--- src/rtl/rla_pkg.sv ---
package rla_pkg;
  // Strobes from control to datapath for one clock edge.
  typedef struct packed {
    logic loadRun;     // open a new run with the current probe value
    logic bumpRun;     // extend the open run by one cycle
    logic writeEntry;  // store the open run into the trace RAM
  } rlaStrobes_t;

  function automatic int countWidth(input int runMax);
    return $clog2(runMax + 1);
  endfunction
endpackage

--- src/rtl/rla_trace_ram.sv ---
module rla_trace_ram #(
  parameter int WIDTH  = 19,
  parameter int ADDR_W = 6
) (
  input  logic              clk,
  input  logic              rstN,
  input  logic              we,
  input  logic [ADDR_W-1:0] wrAddr,
  input  logic [WIDTH-1:0]  wrData,
  input  logic [ADDR_W-1:0] rdAddr,
  output logic [WIDTH-1:0]  rdData
);
  localparam int DEPTH = 1 << ADDR_W;

  logic [WIDTH-1:0] mem [DEPTH];

  always_ff @(posedge clk) begin
    if (we) mem[wrAddr] <= wrData;
  end

  always_ff @(posedge clk) begin
    if (!rstN) rdData <= '0;
    else       rdData <= mem[rdAddr];
  end
endmodule

--- src/rtl/rla_datapath.sv ---
module rla_datapath
  import rla_pkg::*;
#(
  parameter int PROBE_W = 8,
  parameter int RUN_MAX = 1024,
  parameter int CNT_W   = countWidth(RUN_MAX)
) (
  input  logic                     clk,
  input  logic                     rstN,
  input  logic [PROBE_W-1:0]       probeIn,
  input  rlaStrobes_t              strobes,
  output logic                     sameValue,
  output logic                     atCap,
  output logic [PROBE_W+CNT_W-1:0] entryWord
);
  localparam logic [CNT_W-1:0] CAP = CNT_W'(RUN_MAX);
  localparam logic [CNT_W-1:0] ONE = CNT_W'(1);

  logic [PROBE_W-1:0] runValue;
  logic [CNT_W-1:0]   runLen;

  always_ff @(posedge clk) begin
    if (!rstN) begin
      runValue <= '0;
      runLen   <= '0;
    end else if (strobes.loadRun) begin
      runValue <= probeIn;
      runLen   <= ONE;
    end else if (strobes.bumpRun) begin
      runLen   <= runLen + ONE;
    end
  end

  assign sameValue = (probeIn == runValue);
  assign atCap     = (runLen == CAP);
  // The word reflects the run as it stands before this edge's update.
  assign entryWord = {runValue, runLen};
endmodule

--- src/rtl/rla_ctrl.sv ---
module rla_ctrl
  import rla_pkg::*;
#(
  parameter int ADDR_W = 6
) (
  input  logic              clk,
  input  logic              rstN,
  input  logic              armIn,
  input  logic              sameValue,
  input  logic              atCap,
  output rlaStrobes_t       strobes,
  output logic [ADDR_W-1:0] wrAddr,
  output logic [ADDR_W:0]   entryCount,
  output logic              traceFull,
  output logic              armedQ
);
  localparam int DEPTH = 1 << ADDR_W;
  localparam logic [ADDR_W:0] LAST_SLOT = (ADDR_W + 1)'(DEPTH - 1);

  logic            runValid, runValidNext;
  logic            fullNext;
  logic            sessionStart, effFull, lastSlot;
  logic [ADDR_W:0] effPtr, ptrNext;

  always_comb begin
    sessionStart = armIn && !armedQ;
    effFull      = traceFull && !sessionStart;
    effPtr       = sessionStart ? '0 : entryCount;
    lastSlot     = (effPtr == LAST_SLOT);
    strobes      = '0;
    runValidNext = runValid;
    fullNext     = effFull;
    if (armIn) begin
      if (!effFull) begin
        if (!runValid || sessionStart) begin
          strobes.loadRun = 1'b1;
          runValidNext    = 1'b1;
        end else if (sameValue && !atCap) begin
          strobes.bumpRun = 1'b1;
        end else begin
          strobes.writeEntry = 1'b1;
          if (lastSlot) begin
            fullNext     = 1'b1;
            runValidNext = 1'b0;
          end else begin
            strobes.loadRun = 1'b1;
          end
        end
      end
    end else if (runValid) begin
      strobes.writeEntry = 1'b1;
      runValidNext       = 1'b0;
      if (lastSlot) fullNext = 1'b1;
    end
    ptrNext = strobes.writeEntry ? effPtr + 1'b1 : effPtr;
  end

  assign wrAddr = effPtr[ADDR_W-1:0];

  always_ff @(posedge clk) begin
    if (!rstN) begin
      runValid   <= 1'b0;
      entryCount <= '0;
      traceFull  <= 1'b0;
      armedQ     <= 1'b0;
    end else begin
      runValid   <= runValidNext;
      entryCount <= ptrNext;
      traceFull  <= fullNext;
      armedQ     <= armIn;
    end
  end
endmodule

--- src/rtl/rle_trace_capture.sv ---
module rle_trace_capture
  import rla_pkg::*;
#(
  parameter int PROBE_W = 8,
  parameter int ADDR_W  = 6,
  parameter int RUN_MAX = 1024
) (
  input  logic                     clk,
  input  logic                     rstN,
  input  logic                     armIn,
  input  logic [PROBE_W-1:0]       probeIn,
  input  logic [ADDR_W-1:0]        rdAddr,
  output logic [PROBE_W+countWidth(RUN_MAX)-1:0] rdData,
  output logic [ADDR_W:0]          entryCount,
  output logic                     traceFull
);
  localparam int CNT_W   = countWidth(RUN_MAX);
  localparam int ENTRY_W = PROBE_W + CNT_W;

  rlaStrobes_t        strobes;
  logic               sameValue, atCap, armedQ;
  logic [ADDR_W-1:0]  wrAddr;
  logic [ENTRY_W-1:0] ramWord;
  logic               ramWe;

  rla_ctrl #(.ADDR_W(ADDR_W)) u_ctrl (
    .clk(clk), .rstN(rstN), .armIn(armIn),
    .sameValue(sameValue), .atCap(atCap),
    .strobes(strobes), .wrAddr(wrAddr),
    .entryCount(entryCount), .traceFull(traceFull), .armedQ(armedQ)
  );

  rla_datapath #(.PROBE_W(PROBE_W), .RUN_MAX(RUN_MAX), .CNT_W(CNT_W)) u_dp (
    .clk(clk), .rstN(rstN), .probeIn(probeIn), .strobes(strobes),
    .sameValue(sameValue), .atCap(atCap), .entryWord(ramWord)
  );

  assign ramWe = strobes.writeEntry;

  rla_trace_ram #(.WIDTH(ENTRY_W), .ADDR_W(ADDR_W)) u_ram (
    .clk(clk), .rstN(rstN), .we(ramWe), .wrAddr(wrAddr), .wrData(ramWord),
    .rdAddr(rdAddr), .rdData(rdData)
  );
endmodule

--- config.mk ---
export PLATFORM = sky130hd
export DESIGN_NAME = rle_trace_capture
export DESIGN_NICKNAME = d
export VERILOG_FILES = /design/src/rtl/rla_pkg.sv /design/src/rtl/rla_trace_ram.sv /design/src/rtl/rla_datapath.sv /design/src/rtl/rla_ctrl.sv /design/src/rtl/rle_trace_capture.sv
export SDC_FILE = /design/constraint.sdc
export NUM_CORES = 1
export LEC_CHECK = 0
export BUFFER_PORTS_ARGS = -buffer_cell sky130_fd_sc_hd__buf_4
export CELL_PAD_IN_SITES_DETAIL_PLACEMENT = 1
export CELL_PAD_IN_SITES_GLOBAL_PLACEMENT = 2
export CORE_ASPECT_RATIO = 0.5
export CORE_UTILIZATION = 51
export DETAILED_ROUTE_END_ITERATION = 12
export PLACE_DENSITY_LB_ADDON = 0.1
export SLEW_MARGIN = 40
export SYNTH_ARGS = -nofsm -noshare
export SYNTH_HDL_FRONTEND = slang
export SYNTH_SLANG_ARGS = --single-unit
--- constraint.sdc ---
create_clock -name clk -period 4 [get_ports clk]
set_input_delay 0.4 -clock clk [delete_from_list [all_inputs] [get_ports clk]]
set_output_delay 0.4 -clock clk [all_outputs]
set_load 0.05 [all_outputs]
==> results_dict.tcl <==
set metrics [dict create \
    m1WireLength_um 55400 \
    grt_antenna_before_repair 8 \
    fin_setup_tns_ns 0 \
    routedWlPerCell_um 33.1 \
    io_buffer_count 43 \
    avgSynthCellArea_um2 22.0 \
    dp_slack_ns 0.788 \
    root_buffer "clkbuf_16" \
    crit_arrival_ns 3.59 \
    dieArea_um2 97000 \
    die_width_um 439 \
    synthMuxAreaShare_pct 16.6 \
    crit_required_ns 4.42 \
    yosys.area_share.simple_pct 2.08 \
    dp_hpwl_um 74700 \
    worst_path_max_delay_cell "nor2_2" \
    ys_seq_area_share_pct 76.8 \
    synthArstFlopShare_pct 0 \
    nNetsFinal 2440 \
    synth_top_area_cell "edfxtp_1" \
    synth_top_family_by_area "multiplexers" \
    syn_area_um2 48800 \
    drtPass1Iterations 5 \
    cts.sinks 1264 \
    io_pins 44 \
    rsz0062_at_grt "false" \
    slew_viol_final 0 \
    peakVddDrop_mv 0.345 \
    start_util_pct 52.0 \
    wl_met3_um 8600 \
    cp-end-kind "register" \
    viasPerCell 6.26 \
    worstMarginPinSlew_ns 0.951 \
    crit_top_cell "buf_4" \
    max-clock-path-buffers 3 \
    areaGrowthSynthToFinish_pct 13.1 \
    yosys_warnings 0 \
    status "finished clean" \
    path_cells "nor4_1, and4b_1, o41ai_2, buf_4, nor3_1, nand2b_1, nor2_2, buf_4" \
    drive_gt1_share_pct 29.8 \
    die_y_um 221 \
    period_share_pct 79.3 \
    finalSetupViolations 0 \
    grt_pass1_vias 24100 \
    rows 79 \
    synth_most_common_cell "edfxtp_1" \
    synth_cell_types 56 \
    synth-xor-area-share_pct 0.359 \
    maxCapViolCount 0 \
    worstPathMaxFanout 13 \
    leakage_uw 0.0186 \
    critPathLaunchType "register" \
    synth.top_cells.by_area "edfxtp_1, mux4_2, mux2i_1, dfxtp_1, nor2_1" \
    ctsHtreeMaxLevel 3 \
    gp_congestion 0.879 \
    clock_skew_ns 0.0238 \
    min_period_ns 3.17 \
    grt_max_degree 71 \
    cts_resized 0 \
    clk_pin_slew_worst_paths_ns 0.07 \
    hold_path.class "input port to register" \
    syn_inst 2217 \
    wl_met2_um 58000 \
    insertion_delay_ns 0.72 \
    cts_tree "done" \
    wirelength_um 125000 \
    synth_seq_cells 1264 \
    coreArea_um2 93800 \
    drt-initial-drc-count 3019 \
    fmax_ghz 0.315 \
    finalHoldViolCount 0 \
    topRoutingLayerUsed "met4" \
    synthTopCellsByCount "edfxtp_1, mux4_2, mux2i_1" \
    criticalPathCategory "register to register" \
    route.vias.total 23600 \
    maxSlewHeadroom_pct 36.6 \
    synth_compound_area_share_pct 2.23 \
    antenna_left 0 \
    cts_buffers 108 \
    power_density_nw_per_um2 481 \
    slowest_delay_ns 0.67 \
    drc_errors 0 \
    ys.flop_type "edfxtp_1" \
    grt_usage_pct 26.1 \
    synth_edf_count 1216 \
    yosysTopAreaCellShare_pct 74.9 \
    grt_pass1_wl_um 176000 \
    synth_nets 2237 \
    final.setup.worst_slack_ns 0.828 \
    overflow 0 \
    synthAdderAreaFrac_pct 0.0770 \
]
-- final cells by class --
class                   count  area, µm²
diodes                      1       2.50
clock buffers             146       2980
clock inverters            54        648
fillers                  7727      38700
inverters                   8       30.0
multi-input cells         826      10600
flip-flops and latches   1264      37500
well taps                1255       1570
repair buffers            212       1840
-- logic make-up (layout without fill, tap and decap cells) --
logic type                 count (synthesis)  count (layout)
adders and majority gates                  3               3
AOI/OAI and AO/OA                        153             153
and+or+nand+nor                          223             223
xor gates and xnor gates                  20              20
buffers and inverters                    127             420
other                                      0               1
muxes                                    427             427
DFF                                     1264            1264
-- per-stage QoR --
| stage | utilization [%] | total power [µW] | area (µm²) | hold slack [ns] | std cells |
|---|---|---|---|---|---|
| 6_report | 58.8 | 26500 | 55100 | 0.150 | 3766 |
| 5_1_grt | 58.8 | 27200 | 55100 | 0.137 | 3765 |
| 4_1_cts | 58.7 | 26700 | 55100 | 0.0998 | 3762 |
| 3_5_place_dp | 54.7 | 15900 | 51300 | 0.524 | 3553 |
| 3_3_place_gp | 54.7 | 15900 | 51300 | 0.503 | 3551 |
| 2_1_floorplan | - | 15500 | 48800 | 0.512 | 2217 |
-- worst max-delay path, delay by kind of cell (launching register included) --
family | cells | cell delay, ns
AOI/OAI and AO/OA | 1 | 0.12
buffers and inverters | 2 | 0.51
DFF | 1 | 0.32
and+or+nand+nor | 5 | 1.93
-- per-layer routing --
metal  GRT usage (%)  vias to the layer above
met5               0                        -
met4            6.20                        0
met3            5.03                      148
met2            39.9                      796
met1            39.1                    12900
li1                -                     9707
-- flip-flops by register name, indices dropped and copies added, names as in the netlist --
register           count
u_ctrl.entryCount      7
u_ram.rdData          19
u_ram.mem           1216
u_dp.runLen           11
u_dp.runValue          8
u_ctrl.traceFull       1
u_ctrl.armedQ          1
u_ctrl.runValid        1
-- cell usage in the layout (no fill, tap or decap), types with 9 or more instances in the layout --
cell type / synthesis / layout
nor2_1: 100 / 42
nand4_1: 10 / 10
o21ai_0: 32 / 32
buf_6: 30 / 9
xnor2_1: 10 / 10
a31o_1: 9 / 9
clkbuf_1: 28 / 28
nand2_1: 50 / 50
a2111oi_1: 0 / 9
nand3_1: 15 / 15
a221oi_1: 13 / 12
xor2_1: 10 / 10
nand2b_1: 9 / 9
clkinv_1: 0 / 17
mux2i_1: 123 / 123
nor2_2: 0 / 58
bufinv_16: 0 / 15
mux4_2: 304 / 304
edfxtp_1: 1216 / 1216
buf_4: 24 / 176
dfxtp_2: 0 / 19
o22ai_1: 19 / 19
clkbuf_16: 0 / 111
a22oi_1: 20 / 20
buf_12: 4 / 14
clkinv_2: 0 / 14
dfxtp_1: 48 / 29
dlygate4sd3_1: 0 / 9
a21oi_1: 12 / 12
-- power by group --
part | leakage [µW] | internal (µW) | switching (µW) | total, µW
clock network | 0.00176 | 6180 | 4730 | 10900
registers | 0.0124 | 14400 | 20.7 | 14400
logic | 0.00437 | 413 | 738 | 1150
-- timing repair --
action                    in CTS  in global routing
hold endpoints to repair       9                  0
hold buffers                   9                  0
buffers inserted               0                  0
-- final timing paths --
path / start / end / slack [ns] / cells past startpoint
max: u_dp.runLen[5]$_SDFFE_PP0P_ / u_ram.mem[36][18]$_DFFE_PP_ / 0.83 / 8
min: rdAddr[3] / u_ram.rdData[12]$_SDFF_PN0_ / 0.15 / 3
max reg2reg: u_dp.runLen[5]$_SDFFE_PP0P_ / u_ram.mem[36][18]$_DFFE_PP_ / 0.83 / 8
min reg2reg: u_ctrl.entryCount[6]$_SDFF_PN0_ / u_ctrl.entryCount[6]$_SDFF_PN0_ / 0.52 / 2
(Power assumes the default switching activity.)
